==> src/rtl/uart_regcore_pkg.sv <==
package uart_regcore_pkg;

   // Register byte offsets; the bus decodes these exactly.
   localparam logic [7:0] OFS_MODE   = 8'h00;
   localparam logic [7:0] OFS_STAT   = 8'h04;
   localparam logic [7:0] OFS_CMD    = 8'h08;
   localparam logic [7:0] OFS_DATA   = 8'h0C;
   localparam logic [7:0] OFS_INT    = 8'h14;
   localparam logic [7:0] OFS_DIV_HI = 8'h18;
   localparam logic [7:0] OFS_DIV_LO = 8'h1C;

   // Bit of the first mode byte that selects queue-full as receive interrupt.
   localparam int unsigned MODE_RXSEL_BIT = 6;

   // Decoded actions of one command write.
   typedef struct packed {
      logic ptr_rst;
      logic rx_flush;
      logic tx_flush;
      logic brk_clr;
      logic tx_on;
      logic tx_off;
      logic rx_on;
      logic rx_off;
   } cmd_act_t;

endpackage

==> src/rtl/uart_cmd_dec.sv <==
module uart_cmd_dec
   import uart_regcore_pkg::*;
(
   input  logic       we,
   input  logic [6:0] code,
   output cmd_act_t   act
);

   always_comb begin
      act          = '0;
      act.ptr_rst  = we && (code[5:4] == 2'd1);
      act.rx_flush = we && (code[5:4] == 2'd2);
      act.tx_flush = we && (code[5:4] == 2'd3);
      act.brk_clr  = we && (code[6:4] == 3'd5);
      act.tx_on    = we && (code[3:2] == 2'd1);
      act.tx_off   = we && (code[3:2] == 2'd2);
      act.rx_on    = we && (code[1:0] == 2'd1);
      act.rx_off   = we && (code[1:0] == 2'd2);
   end

endmodule

==> src/rtl/uart_rxq.sv <==
module uart_rxq #(
   parameter int unsigned DW    = 8,
   parameter int unsigned DEPTH = 4,
   localparam int unsigned CW   = $clog2(DEPTH + 1)
) (
   input  logic          clk,
   input  logic          rst_n,
   input  logic          flush,
   input  logic          pop,
   input  logic          push,
   input  logic [DW-1:0] push_data,
   output logic [DW-1:0] head,
   output logic [CW-1:0] cnt,
   output logic          full,
   output logic          nonempty
);

   logic [DW-1:0] slot_q [DEPTH];
   logic [CW-1:0] cnt_q;
   logic [CW-1:0] cnt_after_pop;
   logic [CW-1:0] wr_idx;
   logic          pop_eff;

   initial begin
      if (DEPTH < 2) $fatal(1, "uart_rxq: DEPTH must be at least 2");
   end

   assign pop_eff       = pop && (cnt_q != '0);
   assign cnt_after_pop = pop_eff ? cnt_q - CW'(1) : cnt_q;
   // A push into a full queue lands on the newest slot.
   assign wr_idx        = (cnt_after_pop == CW'(DEPTH)) ? CW'(DEPTH - 1) : cnt_after_pop;

   for (genvar i = 0; i < DEPTH; i++) begin : g_slot
      logic [DW-1:0] shifted;
      if (i < DEPTH - 1) begin : g_mid
         assign shifted = pop_eff ? slot_q[i+1] : slot_q[i];
      end else begin : g_last
         assign shifted = slot_q[i];
      end
      always_ff @(posedge clk or negedge rst_n) begin
         if (!rst_n)
            slot_q[i] <= '0;
         else if (push && !flush && (wr_idx == CW'(i)))
            slot_q[i] <= push_data;
         else
            slot_q[i] <= shifted;
      end
   end

   always_ff @(posedge clk or negedge rst_n) begin
      if (!rst_n)
         cnt_q <= '0;
      else if (flush)
         cnt_q <= '0;
      else if (push && (cnt_after_pop != CW'(DEPTH)))
         cnt_q <= cnt_after_pop + CW'(1);
      else
         cnt_q <= cnt_after_pop;
   end

   assign head     = (cnt_q != '0) ? slot_q[0] : '0;
   assign cnt      = cnt_q;
   assign full     = (cnt_q == CW'(DEPTH));
   assign nonempty = (cnt_q != '0);

endmodule

==> src/rtl/uart_irq_gen.sv <==
module uart_irq_gen #(
   parameter int unsigned DW = 8
) (
   input  logic          tx_on,
   input  logic          sel_full,
   input  logic          q_nonempty,
   input  logic          q_full,
   input  logic          brk_flag,
   input  logic [DW-1:0] mask,
   output logic [DW-1:0] isr,
   output logic          irq
);

   logic rx_src;

   assign rx_src = sel_full ? q_full : q_nonempty;

   always_comb begin
      isr    = '0;
      isr[0] = tx_on;
      isr[1] = rx_src;
      isr[2] = brk_flag;
   end

   assign irq = |(isr & mask);

endmodule

==> src/rtl/uart_regcore.sv <==
module uart_regcore
   import uart_regcore_pkg::*;
#(
   parameter int unsigned AW        = 6,
   parameter int unsigned DW        = 8,
   parameter int unsigned RXQ_DEPTH = 4,
   localparam int unsigned CW       = $clog2(RXQ_DEPTH + 1)
) (
   input  logic          clk,
   input  logic          rst_n,
   input  logic [AW-1:0] bus_addr,
   input  logic          bus_wr,
   input  logic          bus_rd,
   input  logic [DW-1:0] bus_wdata,
   output logic [DW-1:0] bus_rdata,
   output logic          irq,
   output logic          tx_valid,
   input  logic          tx_ready,
   output logic [DW-1:0] tx_data,
   input  logic          rx_valid,
   output logic          rx_ready,
   input  logic [DW-1:0] rx_data,
   input  logic          brk_evt
);

   initial begin
      if (AW < 5) $fatal(1, "uart_regcore: AW must cover offset 0x1C");
      if (DW < 8) $fatal(1, "uart_regcore: DW must be at least 8");
   end

   // Address hits
   logic hit_mode, hit_stat, hit_cmd, hit_data, hit_int, hit_dhi, hit_dlo;
   assign hit_mode = (bus_addr == AW'(OFS_MODE));
   assign hit_stat = (bus_addr == AW'(OFS_STAT));
   assign hit_cmd  = (bus_addr == AW'(OFS_CMD));
   assign hit_data = (bus_addr == AW'(OFS_DATA));
   assign hit_int  = (bus_addr == AW'(OFS_INT));
   assign hit_dhi  = (bus_addr == AW'(OFS_DIV_HI));
   assign hit_dlo  = (bus_addr == AW'(OFS_DIV_LO));

   // Command decode
   cmd_act_t act;
   uart_cmd_dec u_dec (
      .we   (bus_wr && hit_cmd),
      .code (bus_wdata[6:0]),
      .act  (act)
   );

   // State
   logic [DW-1:0] mode_q [2];
   logic          ptr_q;
   logic          tx_en_q, rx_en_q;
   logic          tx_empty_q;
   logic [DW-1:0] tx_hold_q;
   logic          brk_q;
   logic [DW-1:0] mask_q;
   logic [DW-1:0] div_hi_q, div_lo_q;

   // Receive queue
   logic [DW-1:0] q_head;
   logic [CW-1:0] rxq_cnt;
   logic          q_full, q_nonempty;
   logic          q_push;
   logic [DW-1:0] q_push_data;

   assign rx_ready    = rx_en_q && !q_full && !brk_evt;
   assign q_push      = brk_evt || (rx_valid && rx_ready);
   assign q_push_data = brk_evt ? '0 : rx_data;

   uart_rxq #(.DW(DW), .DEPTH(RXQ_DEPTH)) u_rxq (
      .clk       (clk),
      .rst_n     (rst_n),
      .flush     (act.rx_flush),
      .pop       (bus_rd && hit_data),
      .push      (q_push),
      .push_data (q_push_data),
      .head      (q_head),
      .cnt       (rxq_cnt),
      .full      (q_full),
      .nonempty  (q_nonempty)
   );

   // Transmit side
   assign tx_valid = tx_en_q && !tx_empty_q;
   assign tx_data  = tx_hold_q;

   // Mode bytes and pointer
   for (genvar m = 0; m < 2; m++) begin : g_mode
      always_ff @(posedge clk or negedge rst_n) begin
         if (!rst_n)
            mode_q[m] <= '0;
         else if (bus_wr && hit_mode && (ptr_q == 1'(m)))
            mode_q[m] <= bus_wdata;
      end
   end

   always_ff @(posedge clk or negedge rst_n) begin
      if (!rst_n)
         ptr_q <= 1'b0;
      else if (bus_wr && hit_mode)
         ptr_q <= 1'b1;
      else if (act.ptr_rst)
         ptr_q <= 1'b0;
   end

   always_ff @(posedge clk or negedge rst_n) begin
      if (!rst_n) begin
         tx_en_q    <= 1'b0;
         rx_en_q    <= 1'b0;
         tx_empty_q <= 1'b1;
         tx_hold_q  <= '0;
         brk_q      <= 1'b0;
         mask_q     <= '0;
         div_hi_q   <= '0;
         div_lo_q   <= '0;
      end else begin
         if (act.tx_on)
            tx_en_q <= 1'b1;
         else if (act.tx_off || act.tx_flush)
            tx_en_q <= 1'b0;

         if (act.rx_on)
            rx_en_q <= 1'b1;
         else if (act.rx_off || act.rx_flush)
            rx_en_q <= 1'b0;

         if (bus_wr && hit_data) begin
            tx_hold_q  <= bus_wdata;
            tx_empty_q <= 1'b0;
         end else if (act.tx_flush || (tx_valid && tx_ready)) begin
            tx_empty_q <= 1'b1;
         end

         if (brk_evt)
            brk_q <= 1'b1;
         else if (act.brk_clr)
            brk_q <= 1'b0;

         if (bus_wr && hit_int) mask_q   <= bus_wdata;
         if (bus_wr && hit_dhi) div_hi_q <= bus_wdata;
         if (bus_wr && hit_dlo) div_lo_q <= bus_wdata;
      end
   end

   // Interrupts
   logic [DW-1:0] isr;
   uart_irq_gen #(.DW(DW)) u_irq (
      .tx_on      (tx_en_q),
      .sel_full   (mode_q[0][MODE_RXSEL_BIT]),
      .q_nonempty (q_nonempty),
      .q_full     (q_full),
      .brk_flag   (brk_q),
      .mask       (mask_q),
      .isr        (isr),
      .irq        (irq)
   );

   // Read mux
   logic [DW-1:0] status;
   always_comb begin
      status    = '0;
      status[0] = q_nonempty;
      status[1] = q_full;
      status[2] = tx_en_q;
      status[3] = tx_empty_q;
   end

   always_comb begin
      bus_rdata = '0;
      if (hit_mode)      bus_rdata = mode_q[ptr_q];
      else if (hit_stat) bus_rdata = status;
      else if (hit_data) bus_rdata = q_head;
      else if (hit_int)  bus_rdata = isr;
      else if (hit_dhi)  bus_rdata = div_hi_q;
      else if (hit_dlo)  bus_rdata = div_lo_q;
   end

endmodule

==> config.mk <==
export PLATFORM = sky130hd
export DESIGN_NAME = uart_regcore
export DESIGN_NICKNAME = d
export VERILOG_FILES = /design/src/rtl/uart_regcore_pkg.sv /design/src/rtl/uart_cmd_dec.sv /design/src/rtl/uart_rxq.sv /design/src/rtl/uart_irq_gen.sv /design/src/rtl/uart_regcore.sv
export SDC_FILE = /design/constraint.sdc
export NUM_CORES = 1
export LEC_CHECK = 0
export ABC_AREA = 1
export BUFFER_PORTS_ARGS = -buffer_cell sky130_fd_sc_hd__clkbuf_2
export CORE_ASPECT_RATIO = 1.25
export CORE_MARGIN = 2
export CORE_UTILIZATION = 42
export CTS_CLUSTER_DIAMETER = 120
export CTS_CLUSTER_SIZE = 12
export DETAILED_ROUTE_END_ITERATION = 8
export PLACE_DENSITY = 0.64
export SKIP_CTS_REPAIR_TIMING = 1
export SYNTH_ARGS = -nofsm -noshare
export SYNTH_HDL_FRONTEND = slang
export SYNTH_SLANG_ARGS = --single-unit
==> constraint.sdc <==
create_clock -name clk -period 2.84 [get_ports clk]
set_input_delay 0.426 -clock clk [delete_from_list [all_inputs] [get_ports clk]]
set_output_delay 0.426 -clock clk [all_outputs]
set_load 0.02 [all_outputs]
==> run summary <==
=================================================================================================
Initial DRT Pass Iterations ........................................................            5
Synth area leader ..................................................................      dfrtp_1
Outcome ............................................................................ complete, no violations
Achievable frequency ...............................................................      373 MHz
Crit path DAT ......................................................................      2.26 ns
CTS buffer count ...................................................................            9
DR WL/cell .........................................................................      14.6 um
Crit start category ................................................................ primary input
Number of placement rows ...........................................................           42
Number of enable-type register cells in the synthesized netlist ....................            0
Fraction of the yosys area taken by sequential cells ...............................        46.6%
Number of clock sinks ..............................................................           83
Largest net degree at the start of global routing ..................................           55
Synthesized instance count .........................................................          568
Number of global-route vias before repair ..........................................         3690
Antenna diode count ................................................................            0
Initial DRC Count ..................................................................          211
Number of buffers on the longest clock path ........................................            2
Post-layout net count ..............................................................          655
GRT overflow .......................................................................            0
Initial antenna violation count ....................................................            0
R2R Path Start ..................................................................... u_rxq.cnt[0]
Synth async-reset ratio ............................................................         100%
Number of distinct library cell variants in the gate-level netlist after synthesis .           41
Number of buffers inserted by port buffering .......................................           47
Worst hold margin ..................................................................     0.129 ns
Setup TNS ..........................................................................         0 ns
# IOs ..............................................................................           48
Register-to-Register Setup Slack ...................................................      0.31 ns
Placed cell count ..................................................................          740
Per-instance average area after synthesis ..........................................     7.85 um2
RSZ-0062 raised after global routing ...............................................        false
Synth Flop Type ....................................................................      dfrtp_1
Number of remaining DRC errors .....................................................            0
Total Routed Length ................................................................     11100 um
Worst r2r path cells ...............................................................           16
Total global routing track utilization .............................................        20.8%
Power per cell area ................................................................   787 mW/mm2
Path type of the worst min-delay path .............................................. primary input to async pin
Cells taking the most area after synthesis ......................................... dfrtp_1 (46%), nand2_1 (15%), o21ai_0 (6.5%)
Final Setup Violations .............................................................            0
Post-route non-filler standard cell count ..........................................          757
Max Cap Violations .................................................................            0
Post-route clock period utilization ................................................        94.5%
Crit path max fanout ...............................................................            9
Maximum level of the CTS H-tree ....................................................            3
Power dissipated by switching net loads ............................................      1.43 mW
Peak VDD IR ........................................................................       444 uV
Switching part of the total ........................................................        35.3%
Syn Std Cell Area ..................................................................  0.00446 mm2
Proportion of layout cells with a drive suffix above 1 .............................        18.6%
Time the final worst path needs with I/O delays and setup ..........................      2.68 ns
Logic gate share of total power ....................................................        28.7%
Clock Latency Late Sink ............................................................      0.34 ns
Die footprint ......................................................................   0.0115 mm2
Worst relative slew slack ..........................................................        53.8%
Antenna viol nets, final ...........................................................            0
Global-route wire length before repair .............................................     18100 um
Final setup margin .................................................................     0.156 ns
Count of synthesis-stage warnings from yosys .......................................            0
Critical path class ................................................................ primary input to output pin
Critical Path Start ................................................................  bus_addr[4]
HPWL after detailed placement ......................................................      8150 um
Global placer's final weighted congestion ..........................................        0.945
Width of the chip ..................................................................      96.1 um
Signed area change from the synthesized netlist to the final layout ................        15.8%
Max Clock Skew .....................................................................   0.00543 ns
Area inside the core boundary ......................................................   0.0105 mm2
Via density ........................................................................         5.09
TritonCTS clock tree ...............................................................        built
Proportion of power drawn by flip-flops and latches ................................        41.4%
Floorplan die height ...............................................................       119 um
Clock power frac ...................................................................        29.9%
RR Endpoint ........................................................................ u_rxq.slot_q[11]
#FFs+latches synth .................................................................           83
Tot Pwr ............................................................................      4.06 mW
Filler Cells Inserted ..............................................................         1050
Required time of the critical path .................................................      2.41 ns
Setup slack at placement ...........................................................     0.189 ns
Master cell of the clock root buffer ...............................................    clkbuf_16
Internal power of the cells ........................................................      2.63 mW
Final count of pins violating max slew .............................................            0
Critical path endpoint category ....................................................   output pin
Starting Density ...................................................................        42.6%
Area of the multi-input gates ......................................................  0.00205 mm2
Leakage power summed over all cells ................................................      2.56 nW
Crit path capture .................................................................. bus_rdata[1]
Area share of the leading cell type in the synthesized netlist .....................        46.0%
Post-Synthesis Net Count ...........................................................          603
Clock slew at the register clock pins of the worst setup and hold paths ............      0.06 ns
Total via count in the routed design ...............................................         3851
Footprint of the flip-flops and latches ............................................  0.00208 mm2
Final Hold Fails ...................................................................            0
Actual transition at the worst max-transition pin ..................................     0.694 ns
=================================================================================================
-- cell usage after synthesis (3+ instances only) --
| master | number |
|---|---|
| nand2_2 | 8 |
| o21ai_2 | 8 |
| inv_1 | 63 |
| nor2_4 | 5 |
| nand3_2 | 3 |
| o22ai_1 | 7 |
| o21ai_0 | 58 |
| clkbuf_1 | 7 |
| clkinv_1 | 3 |
| a21oi_1 | 9 |
| nand3_1 | 48 |
| nand2_1 | 179 |
| dfrtp_1 | 82 |
| nand3_4 | 5 |
| nand2_4 | 3 |
| nor2_1 | 37 |
| ha_1 | 6 |
| nor3_1 | 4 |
| inv_2 | 4 |
| nand4_1 | 5 |
-- worst min-delay path by stage --
stage | slack (ns) | cells after the start | endpoint | startpoint
finish | 0.13 | 1 | div_hi_q[1] | rst_n
global route | 0.18 | 1 | tx_data[7] | rst_n
CTS | 0.16 | 1 | tx_data[3] | rst_n
detailed placement | 0.47 | 2 | u_rxq.g_slot[3].shifted[4] | u_rxq.g_slot[3].shifted[4]
global placement | 0.46 | 2 | u_rxq.g_slot[3].shifted[1] | u_rxq.g_slot[3].shifted[1]
floorplan | 0.13 | 0 | brk_q | rst_n
-- power groups by stage --
stage	Sequential (mW)	Combinational [mW]	Clock (mW)
6_report	1.68	1.17	1.21
5_1_grt	1.73	1.34	1.29
4_1_cts	1.69	1.15	1.24
3_5_place_dp	1.70	1.13	0
3_3_place_gp	1.69	1.11	0
2_1_floorplan	1.67	0.897	0
-- area by class of cell --
type	instances	area share [%]
clock buffer	10	4.63
tap	132	3.20
multi-input combinational	401	39.7
clock inverter	6	1.38
sequential	83	40.3
inverter	72	5.31
timing repair buffer	53	5.48
-- registers in the layout, indices dropped and copies added, names as in the netlist --
signal,cells
tx_empty_q,1
ptr_q,1
u_rxq.g_slot.shifted,8
mode_q,16
div_hi_q,8
brk_q,1
rx_en_q,1
mask_q,3
u_rxq.cnt,3
div_lo_q,8
tx_data,8
tx_en_q,1
u_rxq.slot_q,24
-- metrics by stage --
stage	area, um2	utilization [%]
after floorplan	4460	-
after global placement	4830	46.2
after detailed placement	4830	46.2
after CTS	5140	49.1
after global routing	5160	49.3
final	5160	49.3
-- cells by family after synthesis --
kind of cell / after synthesis / share of synthesized area, %
buffers and inverters: 85 / 7.89
and+or+nand+nor: 302 / 31.9
AOI/OAI and AO/OA: 91 / 11.7
xor gates and xnor gates: 1 / 0.197
DFF: 83 / 46.6
adders and majority gates: 6 / 1.68
-- critical path: stages --
cell and delay (ns):
clkbuf_2 0.12, inv_1 0.04, nor2_1 0.20, nand4_1 0.52, o221ai_1 0.50, o21ai_0 0.15
nand4_1 0.12, clkbuf_2 0.18
-- placed cells by master (no fill, tap or decap), drive strengths merged, types with 2 or more instances in the layout --
cell type and count:
ha 6, dfrtp 82, nand4 5, buf 7, clkinv 4, o22ai 7
nor3 4, nand2 191, a21oi 9, clkinvlp 2, nand3 57, inv 71
o21ai 69, nor2 44, clkbuf 56
-- routing by layer --
layer	routed length (um)	part of all wire, %	track usage, %
met1	4520	41	25.8
met2	5500	50	34.3
met3	653	5.9	4.68
met4	372	3.4	9.02
met5	0	0	0
Power figures use the tool's default switching activity.
